### src/rtl/wob_pkg.sv
package wob_pkg;
  // advance a slot index by one, wrapping at n
  function automatic int unsigned wrap_next(int unsigned idx, int unsigned n);
    return (idx + 1 >= n) ? 0 : idx + 1;
  endfunction
endpackage

### src/rtl/wob_slots.sv
module wob_slots #(
  parameter int N  = 4,
  parameter int AW = 16,
  parameter int DW = 32,
  parameter int IW = 2
) (
  input  logic          clk,
  input  logic          rst_n,
  input  logic          look_store,
  input  logic [AW-1:0] look_addr,
  input  logic [DW-1:0] look_data,
  input  logic          acc_en,
  input  logic          clr_en,
  input  logic [IW-1:0] clr_idx,
  output logic [N-1:0]  valid_q,
  output logic [N-1:0]  store_q,
  output logic [AW-1:0] addr_q [N],
  output logic [DW-1:0] data_q [N],
  output logic          hit,
  output logic          clash,
  output logic          free_any
);
  logic [N-1:0]  match;
  logic [IW-1:0] hit_idx, free_idx, tgt_idx;

  function automatic logic [IW-1:0] low_index(input logic [N-1:0] v);
    logic [IW-1:0] r;
    r = '0;
    for (int i = N - 1; i >= 0; i--) if (v[i]) r = IW'(i);
    return r;
  endfunction

  always_comb begin
    for (int i = 0; i < N; i++) match[i] = valid_q[i] && (addr_q[i] == look_addr);
  end

  // at most one slot can match: merging and blocking keep addresses unique
  assign hit      = look_store && |(match & store_q);
  assign clash    = |(match & ~store_q) || (|match && !look_store);
  assign hit_idx  = low_index(match);
  assign free_any = |(~valid_q);
  assign free_idx = low_index(~valid_q);
  assign tgt_idx  = hit ? hit_idx : free_idx;

  always_ff @(posedge clk) begin
    if (!rst_n) begin
      valid_q <= '0;
    end else begin
      if (clr_en) valid_q[clr_idx] <= 1'b0;
      if (acc_en) valid_q[tgt_idx] <= 1'b1;
    end
  end

  always_ff @(posedge clk) begin
    if (acc_en) begin
      store_q[tgt_idx] <= look_store;
      addr_q[tgt_idx]  <= look_addr;
      data_q[tgt_idx]  <= look_data;
    end
  end


  clash_block_chk: assert property (@(posedge clk) disable iff (!rst_n) acc_en |-> !clash);

  full_block_chk: assert property (@(posedge clk) disable iff (!rst_n) (acc_en && !hit) |-> free_any);
endmodule

### src/rtl/wob_rr.sv
module wob_rr #(
  parameter int N  = 4,
  parameter int IW = 2
) (
  input  logic          clk,
  input  logic          rst_n,
  input  logic [N-1:0]  req_vec,
  input  logic          fire,
  output logic [IW-1:0] grant_idx
);
  logic [IW-1:0] ptr_q;

  function automatic logic [IW-1:0] pick(input logic [N-1:0] v, input logic [IW-1:0] p);
    logic [IW-1:0] r;
    logic          f;
    int            j;
    r = '0;
    f = 1'b0;
    for (int k = 0; k < N; k++) begin
      j = (int'(p) + k) % N;
      if (!f && v[j]) begin
        r = IW'(j);
        f = 1'b1;
      end
    end
    return r;
  endfunction

  assign grant_idx = pick(req_vec, ptr_q);

  always_ff @(posedge clk) begin
    if (!rst_n) ptr_q <= '0;
    else if (fire) ptr_q <= IW'(wob_pkg::wrap_next(32'(grant_idx), N));
  end


  grant_valid_chk: assert property (@(posedge clk) disable iff (!rst_n) fire |-> req_vec[grant_idx]);
endmodule

### src/rtl/wob_outstanding.sv
module wob_outstanding #(
  parameter int MAX_OUT = 8,
  parameter int CW      = 4
) (
  input  logic clk,
  input  logic rst_n,
  input  logic inc,
  input  logic dec,
  output logic at_cap,
  output logic idle
);
  logic [CW-1:0] count_q;

  function automatic logic [CW-1:0] step(input logic [CW-1:0] c, input logic i, input logic d);
    case ({i, d})
      2'b10:   return c + CW'(1);
      2'b01:   return c - CW'(1);
      default: return c;
    endcase
  endfunction

  always_ff @(posedge clk) begin
    if (!rst_n) count_q <= '0;
    else        count_q <= step(count_q, inc, dec);
  end

  assign at_cap = (count_q == CW'(MAX_OUT));
  assign idle   = (count_q == '0);


  cap_issue_chk: assert property (@(posedge clk) disable iff (!rst_n) at_cap |-> !inc);

  ack_underflow_chk: assert property (@(posedge clk) disable iff (!rst_n) dec |-> !idle);
endmodule

### src/rtl/wo_store_buffer.sv
module wo_store_buffer #(
  parameter int NUM_SLOTS = 4,
  parameter int MAX_OUT   = 8,
  parameter int ADDR_W    = 16,
  parameter int DATA_W    = 32
) (
  input  logic              clk,
  input  logic              rst_n,
  input  logic              cpu_valid,
  input  logic              cpu_store,
  input  logic [ADDR_W-1:0] cpu_addr,
  input  logic [DATA_W-1:0] cpu_wdata,
  output logic              cpu_ready,
  input  logic              fence_req,
  output logic              fence_done,
  output logic              mem_req_valid,
  input  logic              mem_req_ready,
  output logic              mem_req_store,
  output logic [ADDR_W-1:0] mem_req_addr,
  output logic [DATA_W-1:0] mem_req_data,
  input  logic              mem_ack
);
  localparam int IW = (NUM_SLOTS > 1) ? $clog2(NUM_SLOTS) : 1;
  localparam int CW = $clog2(MAX_OUT + 1);

  logic [NUM_SLOTS-1:0] valid_q, store_q;
  logic [ADDR_W-1:0]    addr_q [NUM_SLOTS];
  logic [DATA_W-1:0]    data_q [NUM_SLOTS];
  logic                 hit, clash, free_any;
  logic [IW-1:0]        grant_idx;
  logic                 at_cap, idle;
  logic                 acc_en, issue_fire, fence_hold, fence_active_q, drained;

  // a merge into the slot that issues this cycle keeps the slot: the new data goes out later
  wob_slots #(.N(NUM_SLOTS), .AW(ADDR_W), .DW(DATA_W), .IW(IW)) u_slots (
    .clk, .rst_n,
    .look_store(cpu_store), .look_addr(cpu_addr), .look_data(cpu_wdata),
    .acc_en, .clr_en(issue_fire), .clr_idx(grant_idx),
    .valid_q, .store_q, .addr_q, .data_q,
    .hit, .clash, .free_any
  );

  wob_rr #(.N(NUM_SLOTS), .IW(IW)) u_rr (
    .clk, .rst_n, .req_vec(valid_q), .fire(issue_fire), .grant_idx
  );

  wob_outstanding #(.MAX_OUT(MAX_OUT), .CW(CW)) u_cnt (
    .clk, .rst_n, .inc(issue_fire), .dec(mem_ack), .at_cap, .idle
  );

  assign mem_req_valid = |valid_q && !at_cap;
  assign issue_fire    = mem_req_valid && mem_req_ready;
  assign mem_req_store = store_q[grant_idx];
  assign mem_req_addr  = addr_q[grant_idx];
  assign mem_req_data  = data_q[grant_idx];

  assign fence_hold = fence_req || fence_active_q;
  assign cpu_ready  = !fence_hold && !clash && (hit || free_any);
  assign acc_en     = cpu_valid && cpu_ready;

  assign drained    = !(|valid_q) && idle;
  assign fence_done = fence_active_q && drained;

  always_ff @(posedge clk) begin
    if (!rst_n)              fence_active_q <= 1'b0;
    else if (fence_active_q) fence_active_q <= !drained;
    else                     fence_active_q <= fence_req;
  end


  fence_hold_chk: assert property (@(posedge clk) disable iff (!rst_n) fence_active_q |-> !cpu_ready);

  fence_drain_chk: assert property (@(posedge clk) disable iff (!rst_n) fence_done |-> (!mem_req_valid && !mem_ack));

  fence_pulse_chk: assert property (@(posedge clk) disable iff (!rst_n) fence_done |=> !fence_done);

  fence_reopen_chk: assert property (@(posedge clk) disable iff (!rst_n) (fence_done && !fence_req) |=> !fence_active_q);
endmodule

### config.mk
export PLATFORM = sky130hd
export DESIGN_NAME = wo_store_buffer
export DESIGN_NICKNAME = d
export VERILOG_FILES = /design/src/rtl/wob_pkg.sv /design/src/rtl/wob_slots.sv /design/src/rtl/wob_rr.sv /design/src/rtl/wob_outstanding.sv /design/src/rtl/wo_store_buffer.sv
export SDC_FILE = /design/constraint.sdc
export NUM_CORES = 1
export LEC_CHECK = 0
export ABC_AREA = 1
export BUFFER_PORTS_ARGS = -buffer_cell sky130_fd_sc_hd__clkbuf_2
export CORE_UTILIZATION = 50
export DETAILED_ROUTE_END_ITERATION = 6
export PLACE_DENSITY = 0.69
export SYNTH_ARGS = -nofsm -noshare
export SYNTH_HDL_FRONTEND = slang
export SYNTH_HIERARCHICAL = 1
export SYNTH_SLANG_ARGS = --single-unit
### constraint.sdc
create_clock -name clk -period 8.8 [get_ports clk]
set_input_delay 1.76 -clock clk [delete_from_list [all_inputs] [get_ports clk]]
set_output_delay 1.76 -clock clk [all_outputs]
set_load 0.005 [all_outputs]
==> results.json, run 1 <==
{
  "outcome": "finished, final reports clean",
  "vias": 9281,
  "wire_per_inst_um": 15.6,
  "yosysSeqAreaShare_pct": 52.8,
  "critPathMaxFanout": 114,
  "setup_viol": 0,
  "ant_nets": 0,
  "drtIter0Drc": 639,
  "peakVddDrop_uv": 168,
  "max-clock-path-buffers": 3,
  "crit_slowest_cell": "buf_4",
  "cts.sinks": 207,
  "slowest_delay_ps": 860,
  "dp.cells": 1806,
  "syn_area_um2": 11600,
  "antennaDiodeCount": 0,
  "synth.yosys.warnings": 6,
  "final_common_cell": "nand2_1",
  "rrSetupSlack_ps": 5130,
  "synth_nets": 1506,
  "postSynthCellCount": 1447,
  "grt.total_usage_pct": 24.8,
  "end_kind": "output port",
  "post-route-drc-count": 0,
  "grt_max_degree": 115,
  "p_leak_nw": 6.33,
  "drive_above_1_share_pct": 14.9,
  "rsz0062_at_grt": "no",
  "htreeDepth": 1,
  "num_io_pins": 107,
  "r2r_end": "u_slots/data_q[83]",
  "cts_hold_buf": 0,
  "hold_depth": 2,
  "slew_violations": 0,
  "fin_nets": 1604,
  "std_cell_rows": 55,
  "finalHoldViolCount": 0,
  "place.port_buffers": 106,
  "postCtsSetupBuffers": 0,
  "maxCapViolCount": 0,
  "grt_pass1_wl_um": 45600,
  "final_cell_mix": "nand2_1 (508), inv_1 (256), edfxtp_1 (196)",
  "nFillCells": 2042,
  "hpwl_um": 19900,
  "viasPerCell": 5.04,
  "worstSetupPathType": "reg2out",
  "die_x_um": 154,
  "hold_ws_ps": 582,
  "critPathArrivalTime_ps": 3760,
  "start_util_pct": 51.1,
  "hp-class": "reg2reg",
  "fmax_ghz": 0.181,
  "cpMostUsedCell": "nand2_1",
  "worst_r2r_path_depth": 15,
  "worstMarginPinSlew_ps": 1080,
  "place.gp.congestion": 1.09,
  "clk_pin_slew_ps": 60,
  "cts_buffers": 22,
  "synth_cell_types": 43,
  "finalCritPeriodShare_pct": 62.7,
  "clock-skew-final_ps": 23.2,
  "min-delay-start": "u_cnt/count_q[1]",
  "cts_root_buffer": "clkbuf_16",
  "path_cells": "inv_1 -> nand2_2 -> nand3_1 -> nand2_2 -> inv_1 -> nand2_1 -> nand2_1 -> nand2_1 -> nand2_2 -> nand2_4 -> buf_4 -> or2_2 -> nand3_1 -> nand2_1 -> clkbuf_2",
  "core_area_um2": 22600,
  "syn_to_final_growth_pct": 11.7,
  "final_cells": 1842,
  "antenna_found_initial": 0,
  "slew-limit-headroom_pct": 28.0,
  "clkLatencyLatePin_ps": 510,
  "synth-seq-cells": 207,
  "die-area_um2": 23700,
  "period_needed_ps": 5520,
  "cp-start-kind": "flop",
  "die_h_um": 154,
  "tns_ps": 0,
  "grt_remaining_overflow": 0,
  "worstHoldEndpoint": "u_cnt/count_q[1]",
  "final_util_pct": 57.1,
  "grt_pass1_vias": 9003,
  "cp.required_ps": 7040,
  "power.density_nw_per_um2": 172,
  "drt_wl_total_um": 28700,
  "firstDrtPassIters": 5,
  "ctsResizeCount": 0,
  "syn_avg_cell_area_um2": 7.99,
  "r2r_start": "u_slots/valid_q[2]",
  "cts_tree": "yes"
}
cells by family (layout without fill, tap and decap cells):
family	count (synthesis)	in the layout	synth area share, %
AO/OA/AOI/OAI	32	32	1.57
adder cells (fa/ha/maj)	4	4	0.433
buffers and inverters	319	429	11.4
XOR/XNOR	12	12	0.974
AND/OR/NAND/NOR	873	873	32.8
flip-flops	207	207	52.8
stage by stage:
stage	cell area (um2)	worst slack [ps]	total power [mW]
final	12900	3280	2.23
after global placement	12300	3620	1.39
after detailed placement	12300	3640	1.39
after global routing	12900	2920	2.31
after CTS	12900	3280	2.24
after floorplan	11600	4160	1.29
cell usage after synthesis, drive strengths merged:
cell / instances / area (um2)
ha: 4 / 50.1
nor2: 117 / 469
nand3b: 2 / 15.0
xnor2: 9 / 86.3
nor3b: 2 / 20.0
buf: 26 / 216
a21boi: 1 / 7.51
nand2: 536 / 2080
and3: 1 / 6.26
nand4: 25 / 156
clkbuf: 13 / 50.0
nor4: 2 / 12.5
o22ai: 2 / 12.5
o21ai: 12 / 63.8
edfxtp: 196 / 5890
o31ai: 2 / 15.0
or2: 49 / 307
inv: 280 / 1060
xor2: 3 / 26.3
nand3: 136 / 701
a21oi: 14 / 73.8
dfxtp: 11 / 220
o2111ai: 1 / 8.76
and2: 1 / 8.76
nor3: 2 / 10.0
how the worst max path moves through the flow:
| stage | from | to | slack [ps] | cells after the start |
|---|---|---|---|---|
| final | u_slots/valid_q[2] | mem_req_addr[9] | 3280 | 15 |
| after global routing | u_slots/valid_q[2] | mem_req_addr[9] | 2920 | 15 |
| after CTS | u_slots/valid_q[2] | mem_req_addr[9] | 3280 | 15 |
| after detailed placement | cpu_addr[14] | cpu_ready | 3640 | 12 |
| after global placement | cpu_addr[14] | cpu_ready | 3620 | 12 |
| after floorplan | cpu_addr[2] | cpu_ready | 4160 | 11 |
area by class of cell:
| class | instances | area [um2] | area share [%] |
|---|---|---|---|
| Clock inverter | 9 | 68.8 | 0.533 |
| Multi-Input combinational cell | 921 | 4160 | 32.2 |
| Sequential cell | 207 | 6110 | 47.3 |
| Clock buffer | 27 | 591 | 4.57 |
| Inverter | 280 | 1060 | 8.17 |
| Timing Repair Buffer | 113 | 583 | 4.51 |
| Tap cell | 285 | 357 | 2.76 |
power breakdown:
part	internal, mW	leakage [nW]	switching (mW)
Combinational	0.0908	4.14	0.166
Sequential	1.10	1.86	0.0137
Clock	0.501	0.323	0.355
Total	1.69	6.33	0.534
worst max-delay path: cells and delay by family, from the launching register on:
family                 cells  cell delay (ps)
buffers and inverters      4             1150
flip-flops                 1              630
AND/OR/NAND/NOR           11             1380
state kept, by name (all words and copies together) (netlist names):
register	count
fence_active_q	1
u_cnt/count_q	4
u_rr/ptr_q	2
u_slots/addr_q	64
u_slots/data_q	128
u_slots/store_q	4
u_slots/valid_q	4
layer usage:
metal | track usage [%] | wire length [um] | vias to the layer above
met5 | 0 | 0 | -
met4 | 7.67 | 701 | 0
met3 | 5.69 | 2250 | 43
met2 | 42.7 | 13600 | 319
met1 | 30.9 | 12200 | 4228
li1 | - | - | 4691
(Power assumes the default switching activity.)
==> inputs of run 2 (changes only) <==
- PLACE_DENSITY: 0.69 -> 0.72
- clock period: 8.8 -> 4.8 ns (I/O delays scaled with it)
==> run 2 against run 1 <==
Compared with the run above: final cell count is 0.33% higher; worst setup slack worse by 2700 ps; global-route usage is 0.78 points higher; hold slack hardly changed; clock-buffer cell count is 1 higher; clock skew is 9.6 ps lower; clock power is 85% higher; combinational power is 87% higher; critical path type unchanged; largest cell class unchanged; highest routed layer unchanged.
==> results.json, run 2 (synthesized netlist as in run 1, its figures left out) <==
{
  "outcome": "finished, final reports clean",
  "rrSetupSlack_ps": 1640,
  "postCtsSetupBuffers": 0,
  "post-route-drc-count": 0,
  "largest_reg_flops": 128,
  "die_h_um": 154,
  "finalCritPeriodShare_pct": 87.3,
  "cp-startpoint": "u_slots/valid_q[2]",
  "combPwrFrac_pct": 11.7,
  "p_switching_mw": 1.01,
  "worstMarginPinSlew_ps": 1050,
  "clock-skew-final_ps": 13.6,
  "r2r_end": "u_slots/addr_q[38]",
  "p_leak_nw": 6.37,
  "power.density_nw_per_um2": 315,
  "clkLatencyLatePin_ps": 520,
  "worst_r2r_path_depth": 17,
  "seq_power_share_pct": 49.7,
  "antennaDiodeCount": 0,
  "worstSetupPathType": "reg2out",
  "hold_ws_ps": 582,
  "syn_to_final_growth_pct": 12.6,
  "largest_registers": "u_slots/data_q x128, u_slots/addr_q x64",
  "die_x_um": 154,
  "grt_max_degree": 152,
  "start_util_pct": 51.1,
  "clk_pin_slew_ps": 60,
  "cts.sinks": 207,
  "fin_nets": 1607,
  "end_kind": "output port",
  "path_cells": "inv_1 -> nand2_2 -> nand3_1 -> nand2_2 -> inv_1 -> nand3_1 -> nand2_1 -> nand2_2 -> nand2_4 -> inv_2 -> nand2_1 -> nand3_1 -> nand2_1 -> clkbuf_2",
  "place.gp.congestion": 0.997,
  "drive_above_1_share_pct": 15.0,
  "core_area_um2": 22600,
  "final_cell_mix": "nand2_1 (508), inv_1 (256), edfxtp_1 (196)",
  "grt.total_usage_pct": 25.6,
  "setup_viol": 0,
  "nFillCells": 2059,
  "rsz0062_at_grt": "no",
  "slew_violations": 0,
  "vias": 9289,
  "cp.required_ps": 3840,
  "slew-limit-headroom_pct": 30.0,
  "grt_remaining_overflow": 0,
  "crit_slowest_cell": "inv_2",
  "place.port_buffers": 106,
  "peakVddDrop_uv": 353,
  "critPathArrivalTime_ps": 3230,
  "cp-start-kind": "flop",
  "ctsResizeCount": 0,
  "firstDrtPassIters": 5,
  "r2r_start": "u_slots/addr_q[3]",
  "fmax_ghz": 0.239,
  "antenna_found_initial": 0,
  "period_needed_ps": 4190,
  "cts_tree": "yes",
  "tns_ps": 0,
  "num_io_pins": 107,
  "crit_end": "mem_req_addr[11]",
  "top_register": "u_slots/data_q",
  "hpwl_um": 20400,
  "final_common_cell": "nand2_1",
  "std_cell_rows": 55,
  "cts_hold_buf": 0,
  "grt_pass1_wl_um": 46800,
  "cts_buffers": 22,
  "cts_root_buffer": "clkbuf_16",
  "slowest_delay_ps": 750,
  "die-area_um2": 23700,
  "maxCapViolCount": 0,
  "p_clk_share_pct": 38.6,
  "switching_share_pct": 24.7,
  "max-clock-path-buffers": 3,
  "critPathMaxFanout": 49,
  "finalHoldViolCount": 0,
  "p_total_mw": 4.10,
  "wire_per_inst_um": 16.1,
  "hp-class": "reg2reg",
  "grt_pass1_vias": 8921,
  "drt_wl_total_um": 29700,
  "viasPerCell": 5.03,
  "drtIter0Drc": 664,
  "ant_nets": 0,
  "p_int_mw": 3.09,
  "htreeDepth": 1
}
## run 2: per-layer routing
metal	track usage, %	up-vias	share of wire, %
met2	44.3	251	48
met3	5.02	47	6.3
met5	0	-	0
met4	6.95	0	2.3
met1	32.6	4294	44
li1	-	4697	-
## run 2: power by group through the flow
stage	combinational, mW	sequential, mW	clock, mW
6_report	0.481	2.04	1.58
5_1_grt	0.542	2.04	1.69
4_1_cts	0.484	2.04	1.62
3_5_place_dp	0.481	2.08	0
3_3_place_gp	0.475	2.08	0
2_1_floorplan	0.301	2.07	0
## run 2: worst max-delay path: cells and delay by family, from the launching register on
family	cells	cell delay [ps]
buffers and inverters	4	1030
flip-flops	1	640
AND/OR/NAND/NOR	10	1010
## run 2: layout make-up
type                       instances  area, um2  area share [%]
multi-input combinational        921       4160            31.9
timing repair buffer             116        668            5.13
clock buffer                      28        573            4.40
sequential                       207       6110            46.9
inverter                         280       1060            8.11
tap                              285        357            2.74
clock inverter                    11        100           0.769
## run 2: how the worst min path moves through the flow
stage | start | end | slack (ps) | depth (start not counted)
CTS | fence_active_q | fence_active_q | 590 | 5
global route | u_rr/ptr_q[1] | u_rr/ptr_q[1] | 620 | 2
floorplan | u_rr/ptr_q[1] | u_rr/ptr_q[1] | 520 | 2
finish | fence_active_q | fence_active_q | 580 | 5
global placement | u_cnt/count_q[1] | u_cnt/count_q[1] | 550 | 2
detailed placement | fence_active_q | fence_active_q | 570 | 5
## run 2: through the flow
stage                     utilization (%)  worst slack, ps  std cells  instance area, um2
after detailed placement             54.5              918       1809               12300
after global placement               54.5              909       1809               12300
after CTS                            57.5              553       1848               13000
after global routing                 57.5              309       1848               13000
after floorplan                         -             1100       1447               11600
final                                57.5              608       1848               13000
